==> src/rtl/kmac_pkg.sv <==
package kmac_pkg;
  typedef enum logic [2:0] {
    OP_MUL_S  = 3'd0,
    OP_MUL_U  = 3'd1,
    OP_MAC    = 3'd2,
    OP_MAC2   = 3'd3,
    OP_ADDW   = 3'd4,
    OP_SHR    = 3'd5,
    OP_CLMUL  = 3'd6,
    OP_CLMAC  = 3'd7
  } kmac_op_e;

  localparam int unsigned KMAC_STEPS = 4;

  function automatic logic is_carryless(kmac_op_e op);
    return (op == OP_CLMUL) || (op == OP_CLMAC);
  endfunction
endpackage

==> src/rtl/kmac_dual_add.sv <==
module kmac_dual_add #(
  parameter int unsigned W = 32,
  parameter int unsigned N = 2
) (
  input  logic                xor_mode_i,
  input  logic [N-1:0][W-1:0] terms_i,
  output logic [W-1:0]        sum_o
);
  always_comb begin
    sum_o = '0;
    for (int i = 0; i < N; i++) begin
      if (xor_mode_i) sum_o = sum_o ^ terms_i[i];
      else            sum_o = sum_o + terms_i[i];
    end
  end
endmodule

==> src/rtl/kmac_halfmul.sv <==
module kmac_halfmul #(
  parameter int unsigned HALF = 16,
  localparam int unsigned PW  = 2 * HALF + 2,
  localparam int unsigned CW  = 2 * HALF - 1
) (
  input  logic            cl_mode_i,
  input  logic [HALF:0]   op_a_i,
  input  logic [HALF:0]   op_b_i,
  output logic [PW-1:0]   prod_o
);
  logic signed [PW-1:0] sprod;
  logic [CW-1:0]        cprod;

  // signed 17x17 path
  always_comb begin
    sprod = $signed(op_a_i) * $signed(op_b_i);
  end

  // carry-less 16x16 path on the low HALF bits
  always_comb begin
    cprod = '0;
    for (int i = 0; i < HALF; i++) begin
      if (op_b_i[i]) cprod = cprod ^ ({{(HALF-1){1'b0}}, op_a_i[HALF-1:0]} << i);
    end
  end

  assign prod_o = cl_mode_i ? {{(PW-CW){1'b0}}, cprod} : sprod;
endmodule

==> src/rtl/kmac_ctrl.sv <==
module kmac_ctrl #(
  parameter int unsigned STEPS = 4,
  localparam int unsigned SW   = $clog2(STEPS)
) (
  input  logic          clk,
  input  logic          rst_n,
  input  logic          start_i,
  output logic          busy_o,
  output logic [SW-1:0] step_o,
  output logic          load_o,
  output logic          final_o
);
  localparam logic [SW-1:0] LAST = SW'(STEPS - 1);

  logic          busy_q, busy_d;
  logic [SW-1:0] step_q, step_d;

  assign load_o  = start_i && !busy_q;
  assign final_o = busy_q && (step_q == LAST);

  always_comb begin
    busy_d = busy_q;
    step_d = step_q;
    if (load_o) begin
      busy_d = 1'b1;
      step_d = '0;
    end else if (final_o) begin
      busy_d = 1'b0;
      step_d = '0;
    end else if (busy_q) begin
      step_d = step_q + 1'b1;
    end
  end

  always_ff @(posedge clk or negedge rst_n) begin
    if (!rst_n) begin
      busy_q <= 1'b0;
      step_q <= '0;
    end else begin
      busy_q <= busy_d;
      step_q <= step_d;
    end
  end

  assign busy_o = busy_q;
  assign step_o = step_q;

  a_r2_step_advance: assert property (@(posedge clk) disable iff (!rst_n)
    (busy_q && step_q != LAST) |=> (busy_q && step_q == $past(step_q) + 1'b1));
  a_r2_busy_ends: assert property (@(posedge clk) disable iff (!rst_n)
    (busy_q && step_q == LAST) |=> !busy_q);
  a_r2_start_enters: assert property (@(posedge clk) disable iff (!rst_n)
    (start_i && !busy_q) |=> (busy_q && step_q == '0));
  a_r3_no_restart: assert property (@(posedge clk) disable iff (!rst_n)
    (start_i && busy_q) |=> !(busy_q && step_q == '0));
endmodule

==> src/rtl/kmac_unit.sv <==
module kmac_unit
  import kmac_pkg::*;
#(
  parameter int unsigned XLEN = 32,
  localparam int unsigned HALF  = XLEN / 2,
  localparam int unsigned ACC_W = 3 * XLEN,
  localparam int unsigned PW    = 2 * HALF + 2,
  localparam int unsigned SW    = $clog2(KMAC_STEPS)
) (
  input  logic            clk,
  input  logic            rst_n,
  input  logic            start_i,
  input  logic [2:0]      op_i,
  input  logic [XLEN-1:0] rs_i,
  input  logic [XLEN-1:0] rt_i,
  output logic            busy_o,
  output logic [XLEN-1:0] hi_o,
  output logic [XLEN-1:0] lo_o,
  output logic [XLEN-1:0] ovf_o
);
  logic          busy, load, fin;
  logic [SW-1:0] step;

  kmac_ctrl #(.STEPS(KMAC_STEPS)) u_ctrl (
    .clk(clk), .rst_n(rst_n), .start_i(start_i),
    .busy_o(busy), .step_o(step), .load_o(load), .final_o(fin)
  );

  // operand and partial-product registers
  kmac_op_e        op_q;
  logic            neg_q;
  logic [XLEN-1:0] a_q, b_q, ll_q, hh_q;
  logic [PW-1:0]   mid_q;
  logic [ACC_W-1:0] acc_q, acc_d;

  kmac_op_e op_in;
  assign op_in = kmac_op_e'(op_i);

  logic cl_mode;
  assign cl_mode = is_carryless(op_q);

  logic [HALF-1:0] a_hi, a_lo, b_hi, b_lo;
  assign a_hi = a_q[XLEN-1:HALF];
  assign a_lo = a_q[HALF-1:0];
  assign b_hi = b_q[XLEN-1:HALF];
  assign b_lo = b_q[HALF-1:0];

  // dual-mode difference units: AH-AL and BL-BH
  logic [1:0][HALF:0] da_terms, db_terms;
  logic [HALF:0]      diff_a, diff_b;

  assign da_terms[0] = {1'b0, a_hi};
  assign da_terms[1] = cl_mode ? {1'b0, a_lo} : ((HALF+1)'(0) - {1'b0, a_lo});
  assign db_terms[0] = {1'b0, b_lo};
  assign db_terms[1] = cl_mode ? {1'b0, b_hi} : ((HALF+1)'(0) - {1'b0, b_hi});

  kmac_dual_add #(.W(HALF+1), .N(2)) u_sub_a (
    .xor_mode_i(cl_mode), .terms_i(da_terms), .sum_o(diff_a)
  );
  kmac_dual_add #(.W(HALF+1), .N(2)) u_sub_b (
    .xor_mode_i(cl_mode), .terms_i(db_terms), .sum_o(diff_b)
  );

  // shared half-width multiplier, operands picked by step
  logic [HALF:0] mul_a, mul_b;
  logic [PW-1:0] mul_p;

  always_comb begin
    unique case (step)
      SW'(0):  begin mul_a = {1'b0, a_lo}; mul_b = {1'b0, b_lo}; end
      SW'(1):  begin mul_a = {1'b0, a_hi}; mul_b = {1'b0, b_hi}; end
      default: begin mul_a = diff_a;       mul_b = diff_b;       end
    endcase
  end

  kmac_halfmul #(.HALF(HALF)) u_mul (
    .cl_mode_i(cl_mode), .op_a_i(mul_a), .op_b_i(mul_b), .prod_o(mul_p)
  );

  // four-input product assembly adder
  logic [3:0][ACC_W-1:0] asm_terms;
  logic [ACC_W-1:0]      mag;

  assign asm_terms[0] = {{(ACC_W-2*XLEN){1'b0}}, hh_q, ll_q};
  assign asm_terms[1] = {{(ACC_W-PW-HALF){mid_q[PW-1]}}, mid_q, {HALF{1'b0}}};
  assign asm_terms[2] = {{(ACC_W-XLEN-HALF){1'b0}}, hh_q, {HALF{1'b0}}};
  assign asm_terms[3] = {{(ACC_W-XLEN-HALF){1'b0}}, ll_q, {HALF{1'b0}}};

  kmac_dual_add #(.W(ACC_W), .N(4)) u_asm (
    .xor_mode_i(cl_mode), .terms_i(asm_terms), .sum_o(mag)
  );

  // accumulation stage
  logic [ACC_W-1:0]      prod_s;
  logic [1:0][ACC_W-1:0] acc_terms;
  logic [ACC_W-1:0]      acc_sum;

  assign prod_s = neg_q ? (ACC_W'(0) - mag) : mag;

  always_comb begin
    acc_terms[0] = acc_q;
    acc_terms[1] = prod_s;
    unique case (op_q)
      OP_MUL_S, OP_MUL_U, OP_CLMUL: acc_terms[0] = '0;
      OP_MAC2:  acc_terms[1] = prod_s << 1;
      OP_ADDW:  acc_terms[1] = {{(ACC_W-2*XLEN){1'b0}}, a_q, b_q};
      default:  acc_terms[1] = prod_s;
    endcase
  end

  kmac_dual_add #(.W(ACC_W), .N(2)) u_acc (
    .xor_mode_i(cl_mode), .terms_i(acc_terms), .sum_o(acc_sum)
  );

  always_comb begin
    acc_d = acc_q;
    if (fin) begin
      if (op_q == OP_SHR) acc_d = acc_q >> XLEN;
      else                acc_d = acc_sum;
    end
  end

  // operand capture on accept
  always_ff @(posedge clk or negedge rst_n) begin
    if (!rst_n) begin
      op_q  <= OP_MUL_S;
      neg_q <= 1'b0;
      a_q   <= '0;
      b_q   <= '0;
    end else if (load) begin
      op_q  <= op_in;
      neg_q <= (op_in == OP_MUL_S) && (rs_i[XLEN-1] ^ rt_i[XLEN-1]);
      a_q   <= ((op_in == OP_MUL_S) && rs_i[XLEN-1]) ? (XLEN'(0) - rs_i) : rs_i;
      b_q   <= ((op_in == OP_MUL_S) && rt_i[XLEN-1]) ? (XLEN'(0) - rt_i) : rt_i;
    end
  end

  // partial products, one per step
  always_ff @(posedge clk or negedge rst_n) begin
    if (!rst_n) begin
      ll_q  <= '0;
      hh_q  <= '0;
      mid_q <= '0;
    end else if (busy) begin
      if (step == SW'(0)) ll_q  <= mul_p[XLEN-1:0];
      if (step == SW'(1)) hh_q  <= mul_p[XLEN-1:0];
      if (step == SW'(2)) mid_q <= mul_p;
    end
  end

  always_ff @(posedge clk or negedge rst_n) begin
    if (!rst_n) acc_q <= '0;
    else        acc_q <= acc_d;
  end

  assign busy_o = busy;
  assign lo_o   = acc_q[XLEN-1:0];
  assign hi_o   = acc_q[2*XLEN-1:XLEN];
  assign ovf_o  = acc_q[ACC_W-1:2*XLEN];

  a_r4_hold_while_busy: assert property (@(posedge clk) disable iff (!rst_n)
    (busy_o && !fin) |=> $stable({ovf_o, hi_o, lo_o}));
  a_r10_shift_down: assert property (@(posedge clk) disable iff (!rst_n)
    (fin && op_q == OP_SHR) |=> (ovf_o == '0 && lo_o == $past(hi_o) && hi_o == $past(ovf_o)));
  a_r6_unsigned_top: assert property (@(posedge clk) disable iff (!rst_n)
    (fin && op_q == OP_MUL_U) |=> (ovf_o == '0));
  a_r5_sign_fill: assert property (@(posedge clk) disable iff (!rst_n)
    (fin && op_q == OP_MUL_S) |=> (ovf_o == {XLEN{hi_o[XLEN-1]}}));
  a_r11_clmul_width: assert property (@(posedge clk) disable iff (!rst_n)
    (fin && op_q == OP_CLMUL) |=> (ovf_o == '0 && !hi_o[XLEN-1]));
endmodule

==> config.mk <==
export PLATFORM = sky130hd
export DESIGN_NAME = kmac_unit
export DESIGN_NICKNAME = d
export VERILOG_FILES = /design/src/rtl/kmac_pkg.sv /design/src/rtl/kmac_dual_add.sv /design/src/rtl/kmac_halfmul.sv /design/src/rtl/kmac_ctrl.sv /design/src/rtl/kmac_unit.sv
export SDC_FILE = /design/constraint.sdc
export NUM_CORES = 2
export LEC_CHECK = 0
export BUFFER_PORTS_ARGS = -buffer_cell sky130_fd_sc_hd__buf_2
export CORE_MARGIN = 5
export CORE_UTILIZATION = 52
export CTS_CLUSTER_DIAMETER = 30
export DETAILED_ROUTE_END_ITERATION = 7
export GPL_TIMING_DRIVEN = 1
export PLACE_DENSITY = 0.69
export RECOVER_POWER = 50
export SLEW_MARGIN = 20
export SYNTH_ARGS = -nofsm -noshare
export SYNTH_HDL_FRONTEND = slang
export SYNTH_SLANG_ARGS = --single-unit
==> constraint.sdc <==
create_clock -name clk -period 16.2 [get_ports clk]
set_clock_uncertainty 0.2 [all_clocks]
set_input_delay 4.86 -clock clk [delete_from_list [all_inputs] [get_ports clk]]
set_output_delay 4.86 -clock clk [all_outputs]
set_load 0.02 [all_outputs]
==> results by group <==
Timing
  • Fmax: roughly 76 MHz
  • Slew headroom: -218%
  • Final Cycle Share: 81.5%
  • Setup TNS Final: 0 ns
  • Final setup fails: 0
  • Final max-slew violation count: 540
  • Unrepaired setup endpoints after global routing: no
  • Tmin final: 13.21 ns
  • Fin. Hold Viols: 0
  • Worst-margin pin slew: roughly 4.8 ns

Run status
  • Failing checks: capacitance limit, slew limit
  • Status: finished, violations left

Worst setup path
  • Crit path launch: op_q[2]
  • Worst Setup EP: hh_q[30]
  • CP Class: reg -> reg
  • Most frequent CP cell: o21ai_0
  • Reg-to-Reg End: hh_q[30]
  • Crit path launch type: flip-flop
  • Critical Path Fanout Max: 77
  • CP arrival: between 10 and 15 ns
  • R2r startpoint: op_q[2]
  • R2R Setup Slk: ~3.0 ns
  • Slowest CP cell: fa_1
  • CP endpoint kind: flip-flop
  • WP data required: 16.45 ns
  • Crit path largest cell delay: 1.27 ns
  • R2r worst-path depth: 33

Die
  • I/O Pins: around 170
  • Placeable core region: approximately 85000 sq um
  • Die height: 303 microns
  • Floorplan row count: 107
  • Die X: 303 microns
  • DIE AREA: about 92000 sq um
  • Initial core utilization: between 50% and 60%

Detailed routing
  • DRT iter0 DRCs: 4060
  • Vias post-DR: 43000
  • Routed vias/inst: 6.18
  • Final ANT Viol Nets: 0
  • DRC: 0
  • Routed wire length: 158 mm
  • Detailed Routing Iterations Pass 1: 6
  • Routed WL per cell: between 20 and 25 microns

Final layout
  • Layout area overhead: 8.87%
  • N_diodes: 0
  • NumNets Final: 6471
  • Share of layout cells above drive strength 1: roughly 5.9%
  • Final Util: 57.0%

Logic synthesis
  • Post-synthesis instance total: 5762
  • Ranking of synthesized cells by area: dfrtp_1 15%, fa_1 14%, ha_1 9.5%
  • Syn nets: 6474
  • Yosys top cell area share: between 10% and 20%
  • Ys flop type: dfrtp_1
  • Synthesized area per cell: 7.73 sq um
  • Post-synth EDFFs: 0
  • Async SR Flop Fraction: 100%
  • Top cells by count, synth: 774 x nand2_1, 565 x o21ai_0, 433 x nor2_1, 406 x a21oi_1, 385 x xnor2_1
  • Synth warn: 0
  • Most frequent cell after synthesis: nand2_1
  • Post-Syn Area: 44500 sq um
  • Synth cell types: 111
  • Post-synthesis sequential area ratio: 14.9%
  • Area leader, netlist: dfrtp_1
  • #FFs+latches synth: ~270

Clock network
  • CTS root buffer: clkbuf_16
  • Post-cts sizing count: 0
  • CTS tree: yes
  • Clock sink count: 265
  • # hold bufs at CTS: 0
  • Htree depth: 3
  • Post-CTS setup buffer count: 0
  • Clock Tree Buf Depth: 3
  • Clk_lat worst skew: around 0.60 ns
  • TritonCTS Buffers: 67
  • Clock slew at reported path FFs: 0.05 ns

Place
  • Count of input and output buffers: between 150 and 200
  • Post-DP HPWL: 123 mm
  • GP Congestion: 0.987

GRT
  • Total grt overflow: 0
  • Pin count of the biggest net entering global routing: between 100 and 150
  • GR Util All Layers: 33.8%
  • Vias in the first global route: about 41000
  • Antenna violations before repair: 0
  • Global-route wire length before repair: 242 mm

Worst hold path
  • Hold crit path type: reg -> reg
  • Min-delay src: mid_q[2]

Flow run
  • Max-cap violation count: 8
## flip-flops by register name (all words and copies together), names as in the netlist
register and cells:
op_q 3, mid_q 34, u_ctrl.busy_o 1, a_q 32
b_q 32, ll_q 32, u_ctrl.step_o 2, hh_q 32
neg_q 1, acc_q 96
## worst min-delay path by stage
stage / endpoint / slack, ns / depth (start not counted)
floorplan: mid_q[31] / 0.25 / 2
global placement: mid_q[0] / 0.27 / 2
detailed placement: mid_q[2] / 0.28 / 2
CTS: mid_q[2] / 0.29 / 2
global route: mid_q[2] / 0.30 / 2
finish: mid_q[2] / 0.29 / 2
## placed cells by master, fill, tap and decap left out, drive strengths merged, types with 41 or more instances in the layout
master / netlist / layout
a211oi: 55 / 55
a21o: 148 / 148
a21oi: 409 / 409
a31oi: 41 / 41
and2: 140 / 140
and3: 46 / 46
buf: 46 / 123
clkbuf: 244 / 179
dfrtp: 265 / 265
fa: 303 / 303
ha: 339 / 339
inv: 384 / 388
nand2: 774 / 774
nand3: 100 / 100
nand4: 67 / 67
nor2: 433 / 433
nor3: 81 / 81
o21a: 58 / 58
o21ai: 598 / 598
o31ai: 54 / 54
or3: 52 / 52
xnor2: 386 / 386
xor2: 199 / 199
## per-stage QoR
stage,setup WS [ns],hold slack [ns],instance area [sq um],instances
finish,2.99,0.286,48500,6956
detailed placement,3.53,0.278,46200,6834
global placement,3.78,0.270,46200,6834
CTS,3.40,0.288,48700,6956
global route,2.00,0.298,48500,6956
floorplan,3.17,0.253,44500,5762
## area by class of cell
| class | instances | area [sq um] |
|---|---|---|
| clock buffers | 84 | 1860 |
| clock inverters | 38 | 633 |
| fillers | 8028 | 36600 |
| inverters | 384 | 1440 |
| multi-input cells | 4823 | 35400 |
| flip-flops and latches | 265 | 6630 |
| well taps | 1144 | 1430 |
| repair buffers | 218 | 1090 |
## critical path, delay by kind of cell (launching register included)
family / cells / cell delay, ns
buffers and inverters: 1 / 0.86
flip-flops: 1 / 0.47
XOR/XNOR: 3 / 0.87
AND/OR/NAND/NOR: 7 / 3.03
AO/OA/AOI/OAI: 15 / 3.76
adder cells (fa/ha/maj): 7 / 3.80
## cell families after synthesis
group | share of synthesized area, %
AND/OR/NAND/NOR | 19.9
AO/OA/AOI/OAI | 22.8
buffers and inverters | 5.78
adder cells (fa/ha/maj) | 23.1
XOR/XNOR | 12.5
flip-flops | 14.9
multiplexers | 0.930
## metal layers
metal	vias to the layer above	GRT usage (%)	share of wire, %
met5	-	0	0
met4	0	16.0	5.6
met3	462	5.60	8.2
met2	1880	55.2	45
met1	20600	44.0	41
li1	20000	-	-
Power is not shown: default switching activity piles up to over one toggle a cycle in this logic, so the estimate is an artifact.
